===== config.mk =====
export PLATFORM = sky130hd
export DESIGN_NAME = hitbuf_ddr_top
export DESIGN_NICKNAME = d
export VERILOG_FILES = /design/src/rtl/hitbuf_pkg.sv /design/src/rtl/hitbuf_fifo.sv /design/src/rtl/hitbuf_serializer.sv /design/src/rtl/hitbuf_ddr_mux.sv /design/src/rtl/hitbuf_ddr_top.sv
export SDC_FILE = /design/constraint.sdc
export NUM_CORES = 1
export LEC_CHECK = 0
export ABC_AREA = 1
export BUFFER_PORTS_ARGS = -buffer_cell sky130_fd_sc_hd__clkbuf_2
export CAP_MARGIN = 10
export CORE_UTILIZATION = 60
export DETAILED_ROUTE_END_ITERATION = 12
export PLACE_DENSITY = 0.76
export SYNTH_ARGS = -nofsm -noshare
export SYNTH_HDL_FRONTEND = slang
export SYNTH_HIERARCHICAL = 1
export SYNTH_SLANG_ARGS = --single-unit

===== constraint.sdc =====
create_clock -name clk -period 4.7 [get_ports clk]
set_clock_uncertainty 0.1 [all_clocks]
set_input_delay 0.235 -clock clk [delete_from_list [all_inputs] [get_ports clk]]
set_output_delay 0.235 -clock clk [all_outputs]
set_load 0.02 [all_outputs]

===== src/rtl/hitbuf_pkg.sv =====
package hitbuf_pkg;
  localparam int CHAN_W = 6;
  localparam int AMP_W  = 10;
  localparam int TIME_W = 10;
  localparam int REC_W  = CHAN_W + AMP_W + TIME_W;

  typedef struct packed {
    logic [CHAN_W-1:0] chan;
    logic [AMP_W-1:0]  amp;
    logic [TIME_W-1:0] tstamp;
  } hit_rec_t;
endpackage


===== src/rtl/hitbuf_fifo.sv =====
module hitbuf_fifo #(
  parameter int W     = 26,
  parameter int DEPTH = 4,
  localparam int PTR_W = (DEPTH > 1) ? $clog2(DEPTH) : 1,
  localparam int LVL_W = $clog2(DEPTH + 1)
) (
  input  logic             clk,
  input  logic             rst_n,
  input  logic             wr_req,
  input  logic [W-1:0]     wr_data,
  input  logic             rd_req,
  output logic [W-1:0]     rd_data,
  output logic [LVL_W-1:0] level,
  output logic             full,
  output logic             empty
);
  logic [W-1:0]     mem [DEPTH];
  logic [PTR_W-1:0] wptr, rptr;
  logic             do_wr, do_rd;

  assign full  = (level == LVL_W'(DEPTH));
  assign empty = (level == '0);
  assign do_wr = wr_req && !full;
  assign do_rd = rd_req && !empty;
  assign rd_data = mem[rptr];

  function automatic logic [PTR_W-1:0] bump(input logic [PTR_W-1:0] p);
    return (p == PTR_W'(DEPTH - 1)) ? '0 : p + 1'b1;
  endfunction

  always_ff @(posedge clk) begin
    if (do_wr) mem[wptr] <= wr_data;
  end

  always_ff @(posedge clk or negedge rst_n) begin
    if (!rst_n) begin
      wptr  <= '0;
      rptr  <= '0;
      level <= '0;
    end else begin
      if (do_wr) wptr <= bump(wptr);
      if (do_rd) rptr <= bump(rptr);
      case ({do_wr, do_rd})
        2'b10:   level <= level + 1'b1;
        2'b01:   level <= level - 1'b1;
        default: level <= level;
      endcase
    end
  end
endmodule


===== src/rtl/hitbuf_serializer.sv =====
module hitbuf_serializer #(
  parameter int LANES = 2,
  parameter int PAIRS = 7,
  localparam int SLICE_W = 2 * PAIRS,
  localparam int FRAME_W = SLICE_W * LANES,
  localparam int CNT_W   = (PAIRS > 1) ? $clog2(PAIRS) : 1
) (
  input  logic               clk,
  input  logic               rst_n,
  input  logic               src_valid,
  input  logic [FRAME_W-1:0] src_word,
  output logic               src_pop,
  output logic [LANES-1:0]   rise_bits,
  output logic [LANES-1:0]   fall_bits,
  output logic               frame,
  output logic               busy
);
  logic [CNT_W-1:0] cnt;
  logic             last, load;

  assign last    = busy && (cnt == CNT_W'(PAIRS - 1));
  assign load    = src_valid && (!busy || last);
  assign src_pop = load;
  assign frame   = busy && (cnt == '0);

  always_ff @(posedge clk or negedge rst_n) begin
    if (!rst_n) begin
      busy <= 1'b0;
      cnt  <= '0;
    end else if (load) begin
      busy <= 1'b1;
      cnt  <= '0;
    end else if (last) begin
      busy <= 1'b0;
      cnt  <= '0;
    end else if (busy) begin
      cnt <= cnt + 1'b1;
    end
  end

  for (genvar i = 0; i < LANES; i++) begin : g_lane
    logic [SLICE_W-1:0] sh;
    always_ff @(posedge clk or negedge rst_n) begin
      if (!rst_n)
        sh <= '0;
      else if (load)
        sh <= src_word[FRAME_W-1-i*SLICE_W -: SLICE_W];
      else if (busy)
        sh <= {sh[SLICE_W-3:0], 2'b00};
    end
    assign rise_bits[i] = busy & sh[SLICE_W-1];
    assign fall_bits[i] = busy & sh[SLICE_W-2];
  end
endmodule


===== src/rtl/hitbuf_ddr_mux.sv =====
module hitbuf_ddr_mux #(
  parameter int LANES = 2
) (
  input  logic             clk,
  input  logic [LANES-1:0] rise_bits,
  input  logic [LANES-1:0] fall_bits,
  output logic [LANES-1:0] lane_q
);
  for (genvar i = 0; i < LANES; i++) begin : g_mux
    always_comb lane_q[i] = clk ? rise_bits[i] : fall_bits[i];
  end
endmodule


===== src/rtl/hitbuf_ddr_top.sv =====
module hitbuf_ddr_top
  import hitbuf_pkg::*;
#(
  parameter int LANES = 2,
  parameter int DEPTH = 4,
  localparam int PAIRS   = (REC_W + 2 * LANES - 1) / (2 * LANES),
  localparam int FRAME_W = 2 * PAIRS * LANES,
  localparam int PAD_W   = FRAME_W - REC_W,
  localparam int LVL_W   = $clog2(DEPTH + 1)
) (
  input  logic              clk,
  input  logic              rst_n,
  input  logic              in_valid,
  output logic              in_ready,
  input  logic [CHAN_W-1:0] in_chan,
  input  logic [AMP_W-1:0]  in_amp,
  input  logic [TIME_W-1:0] in_time,
  input  logic              ovf_clr,
  output logic              overflow,
  output logic [LANES-1:0]  lane_out,
  output logic              frame_out
);
  hit_rec_t           wr_rec, rd_rec;
  logic [LVL_W-1:0]   fifo_level;
  logic               fifo_full, fifo_empty, ser_pop, ser_busy, drop;
  logic [FRAME_W-1:0] ser_word;
  logic [LANES-1:0]   rise_bits, fall_bits;

  assign wr_rec   = '{chan: in_chan, amp: in_amp, tstamp: in_time};
  assign in_ready = !fifo_full;
  assign drop     = in_valid && fifo_full;
  assign ser_word = {rd_rec, {PAD_W{1'b0}}};

  hitbuf_fifo #(.W(REC_W), .DEPTH(DEPTH)) u_fifo (
    .clk     (clk),
    .rst_n   (rst_n),
    .wr_req  (in_valid),
    .wr_data (wr_rec),
    .rd_req  (ser_pop),
    .rd_data (rd_rec),
    .level   (fifo_level),
    .full    (fifo_full),
    .empty   (fifo_empty)
  );

  hitbuf_serializer #(.LANES(LANES), .PAIRS(PAIRS)) u_ser (
    .clk       (clk),
    .rst_n     (rst_n),
    .src_valid (!fifo_empty),
    .src_word  (ser_word),
    .src_pop   (ser_pop),
    .rise_bits (rise_bits),
    .fall_bits (fall_bits),
    .frame     (frame_out),
    .busy      (ser_busy)
  );

  hitbuf_ddr_mux #(.LANES(LANES)) u_mux (
    .clk       (clk),
    .rise_bits (rise_bits),
    .fall_bits (fall_bits),
    .lane_q    (lane_out)
  );

  always_ff @(posedge clk or negedge rst_n) begin
    if (!rst_n)       overflow <= 1'b0;
    else if (drop)    overflow <= 1'b1;
    else if (ovf_clr) overflow <= 1'b0;
  end
endmodule


Word level (Yosys, flattened, before mapping)
Memories as Yosys holds them, arrays and structs flattened.
Index checks and enable logic that the tools add are counted.
{"block": "classes", "addsub": 5, "eq_ne": 6, "n_reduce_logical": 17, "n_mux": 18, "n_bitwise": 4}
{"operator": "14-bit 2-to-1 mux", "n": 4}
{"operator": "3-bit 2-to-1 mux", "n": 3}
{"operator": "1-bit 2-to-1 mux", "n": 8}
{"operator": "2-bit nonzero test", "n": 4}
{"operator": "3-bit by 1-bit adder with 3-bit output, second input constant", "n": 2}
{"operator": "2-bit == test, second input constant", "n": 3}
{"operator": "3-bit == test, second input constant", "n": 2}
{"operator": "1-bit logical AND", "n": 6}
{"operator": "3-bit zero test", "n": 2}
{"operator": "3-bit case mux with 2 select lines", "n": 1}
{"operator": "2-bit by 1-bit adder with 2-bit output, second input constant", "n": 2}
{"operator": "1-bit bitwise AND", "n": 4}
{"operator": "2-bit 2-to-1 mux", "n": 2}
{"operator": "1-bit zero test", "n": 3}
{"operator": "3-bit nonzero test", "n": 1}
{"operator": "3-bit by 1-bit subtractor with 3-bit output, second input constant", "n": 1}
{"operator": "2-bit by 1-bit == test with 1-bit output, second input constant", "n": 1}
{"operator": "1-bit logical OR", "n": 1}
{"block": "totals", "elab_cells": 59, "n_memories": 1, "reg_bits": 40, "output_inout_bits": 5, "input_bits": 30, "mem_bits_rw": 104}
{"name": "u_fifo.mem", "depth": 4, "word_bits": 26, "read_ports": 1, "rd_ports_with_merged_regs": 0, "write_ports": 1, "line": "hitbuf_fifo.sv:17", "text": "logic [W-1:0] mem [DEPTH];"}

Logic depth before layout (Yosys ltp)
{"block": "logic_depth", "depth_word": 7, "mapped_depth": 17, "depth_no_buf": 16}

Modules after synthesis
Netlist, hierarchy kept.
{"mod": "hitbuf_fifo", "seq_area_each_um2": 3298.2, "instances": 1, "cells_each": 364, "area_per_inst_um2": 4705.8}
{"mod": "hitbuf_serializer", "seq_area_each_um2": 800.8, "instances": 1, "cells_each": 230, "area_per_inst_um2": 1828.0}
{"mod": "hitbuf_ddr_top", "seq_area_each_um2": 25.0, "instances": 1, "cells_each": 8, "area_per_inst_um2": 51.3}
{"mod": "hitbuf_ddr_mux", "seq_area_each_um2": 0.0, "instances": 1, "cells_each": 7, "area_per_inst_um2": 26.3}

==> flow_summary.json <==
{
  "crit_buf_inv": 5,
  "seqPwrFrac_pct": 40.5,
  "dieArea_um2": 11400,
  "r2r_slack_ns": 2.02,
  "clkPwrFrac_pct": 31.2,
  "syn-cell-area_um2": 6610,
  "rsz0062_at_grt": "no",
  "synth_area_per_cell_um2": 10.9,
  "crit_start": "clk",
  "criticalPathCategory": "clock port to primary output",
  "ys.flop_type": "edfxtp_1",
  "insertion_delay_ns": 0.62,
  "pre_cts_ws_ns": 1.73,
  "fin_ws_ns": 1.14,
  "dp.cells": 752,
  "design_area_um2": 7730,
  "layout-area-overhead-vs-synth_pct": 17.0,
  "combPwrFrac_pct": 28.3,
  "viasPerCell": 5.22,
  "yosys.area.top_type": "edfxtp_1",
  "pwr_density_cell_nw_per_um2": 638,
  "syn_inst": 609,
  "firstDrtPassIters": 4,
  "start_util_pct": 62.9,
  "required_ns": 4.37,
  "hpwl_mm": 6.76,
  "final_cells": 820,
  "place_congestion": 0.753,
  "layout.nets": 710,
  "cts_setup_buffers": 0,
  "crit_cells": 7,
  "multi_input_area_um2": 1890,
  "worstPathCellList": "clkbuf_8 > clkbuf_8 > clkbuf_16 > inv_1 > nand2_1 > nand2_1 > clkbuf_2",
  "wl_mm": 12.3,
  "power_switching_share_pct": 35.5,
  "crit_path_start_kind": "clock port",
  "worstMarginPinSlew_ns": 1.17,
  "portBuffers": 34,
  "io_pins": 35,
  "status": "finished clean",
  "antenna_cells": 0,
  "hold_viol_final": 0,
  "tns_ns": 0,
  "maxSlewViolCount": 0,
  "grt_pass1_wl_mm": 20.2,
  "grt_pass1_vias": 4351,
  "relSlewSlack_pct": 22.1,
  "dieWidth_um": 107,
  "r2r_cells": 16,
  "floorplan.core_area_um2": 10500,
  "holdWs_ns": 0.211,
  "p_total_mw": 4.93,
  "antenna_found_initial": 0,
  "synth_area_leaders": "edfxtp_1 47%, dfrtp_1 15%, nand2_1 9.1%",
  "cp_top_family": "buffers and inverters",
  "yosys_register_bits": 144,
  "final_util_pct": 73.6,
  "cp-end-kind": "primary output",
  "ir_worst_vdd_mv": 0.450,
  "synth_async_sr_flop_share_pct": 27.8,
  "drtAntennaViolNets": 0,
  "ys_types": 22,
  "gr-total-overflow": 0,
  "p_sw_mw": 1.75,
  "synth_seq_area_share_pct": 62.4,
  "slowest_stage": "clkbuf_8",
  "synth-edff-count": 104,
  "cp.arrival_ns": 3.22,
  "regToRegEndpoint": "u_fifo/level[2]$_DFFE_PN0P_",
  "cp_slowest_stage_delay_ns": 0.24,
  "wl_per_cell_um": 14.9,
  "p_leak_nw": 3.42,
  "rr_startpoint": "u_fifo/level[0]$_DFFE_PN0P_",
  "yosysWarnings": 6,
  "fillCellCount": 672,
  "via_count": 4278,
  "yosysMostFrequentCell": "nand2_1",
  "track_usage_pct": 24.4,
  "core.rowCount": 37,
  "min_path_type": "primary input to asynchronous set/reset pin",
  "grt_max_degree": 108,
  "synth.top_cell.area_share_pct": 47.2,
  "die_h_um": 107,
  "crit_fanout": 16,
  "path_clk_slew_ns": 0.06,
  "drt_iter0_drc": 276,
  "power.internal_mw": 3.18,
  "drive_above_1_share_pct": 18.6,
  "endpoint": "lane_out[1]",
  "place_area_um2": 6760,
  "setup_viol": 0,
  "cts_tree": "done",
  "register_area_um2": 4130,
  "ys_top_cells_by_count": "161 x nand2_1, 104 x edfxtp_1, 97 x inv_1",
  "cap_viol_max_count": 0,
  "drcViolationCount": 0
}
[power by group through the flow]
| stage | combinational (mW) | clock (mW) | sequential, mW |
|---|---|---|---|
| 6_report | 1.40 | 1.54 | 2.00 |
| 5_1_grt | 1.58 | 1.62 | 2.04 |
| 4_1_cts | 1.41 | 1.56 | 2.00 |
| 3_5_place_dp | 1.38 | 0.0507 | 2.01 |
| 3_3_place_gp | 1.33 | 0.0507 | 2.00 |
| 2_1_floorplan | 1.29 | 0.0381 | 1.85 |
[routing by layer]
metal / vias to the layer above / GRT usage [%] / share of wire, %
li1: 2118 / - / -
met1: 2064 / 29.8 / 44
met2: 78 / 39.4 / 51
met3: 18 / 7.60 / 3.7
met4: 0 / 11.7 / 1.5
met5: - / 0 / 0
[registers in the layout, indices dropped and copies added, names as in the netlist]
name,count
overflow,1
u_fifo/level,3
u_fifo/mem,104
u_fifo/rptr,2
u_fifo/wptr,2
u_ser/busy,1
u_ser/cnt,3
u_ser/g_lane.sh,28
[cells by family (layout without fill, tap and decap cells)]
family                   count (synthesis)  count (layout)  share of synthesized area, %
AND/OR/NAND/NOR                        264             264                          18.0
AO/OA/AOI/OAI                           55              55                          7.65
flip-flops                             144             144                          62.4
buffers and inverters                  133             207                          9.61
adder cells (fa/ha/maj)                 10              10                          2.01
other                                    1               2                        0.0567
XOR/XNOR                                 2               2                         0.265
[repair_timing]
item / CTS / global route
hold buffers: 30 / 0
endpoints found under the hold margin: 147 / 0
resized for setup: 0 / 0
[cells in the final DEF, fill, tap and decap left out, drive strengths merged]
master / instances
clkbuf: 57
ha: 9
o211ai: 52
nor2: 32
edfxtp: 104
buf: 2
nand4: 1
inv: 104
nand2: 175
xnor2: 2
dfrtp: 40
fa: 1
bufinv: 4
clkinv: 6
o21ai: 3
conb: 2
dlygate4sd3: 30
clkinvlp: 4
nand3: 56
[worst min path at each step]
stage	to	slack, ns
2_1_floorplan	overflow$_DFFE_PN0P_	-0.16
3_3_place_gp	u_fifo/wptr[0]$_DFFE_PN0P_	0.35
3_5_place_dp	u_fifo/wptr[0]$_DFFE_PN0P_	0.35
4_1_cts	overflow$_DFFE_PN0P_	0.22
5_1_grt	u_fifo/mem[2][18]$_DFFE_PP_	0.25
6_report	overflow$_DFFE_PN0P_	0.21
[cell type report]
cell class	count	area share, %
Tap cell	136	2.20
Multi-Input combinational cell	333	24.4
Inverter	102	4.95
Clock buffer	25	6.42
Clock inverter	16	2.51
Sequential cell	144	53.4
Timing Repair Buffer	64	6.15
No activity file was read; power rests on OpenSTA's default activity.
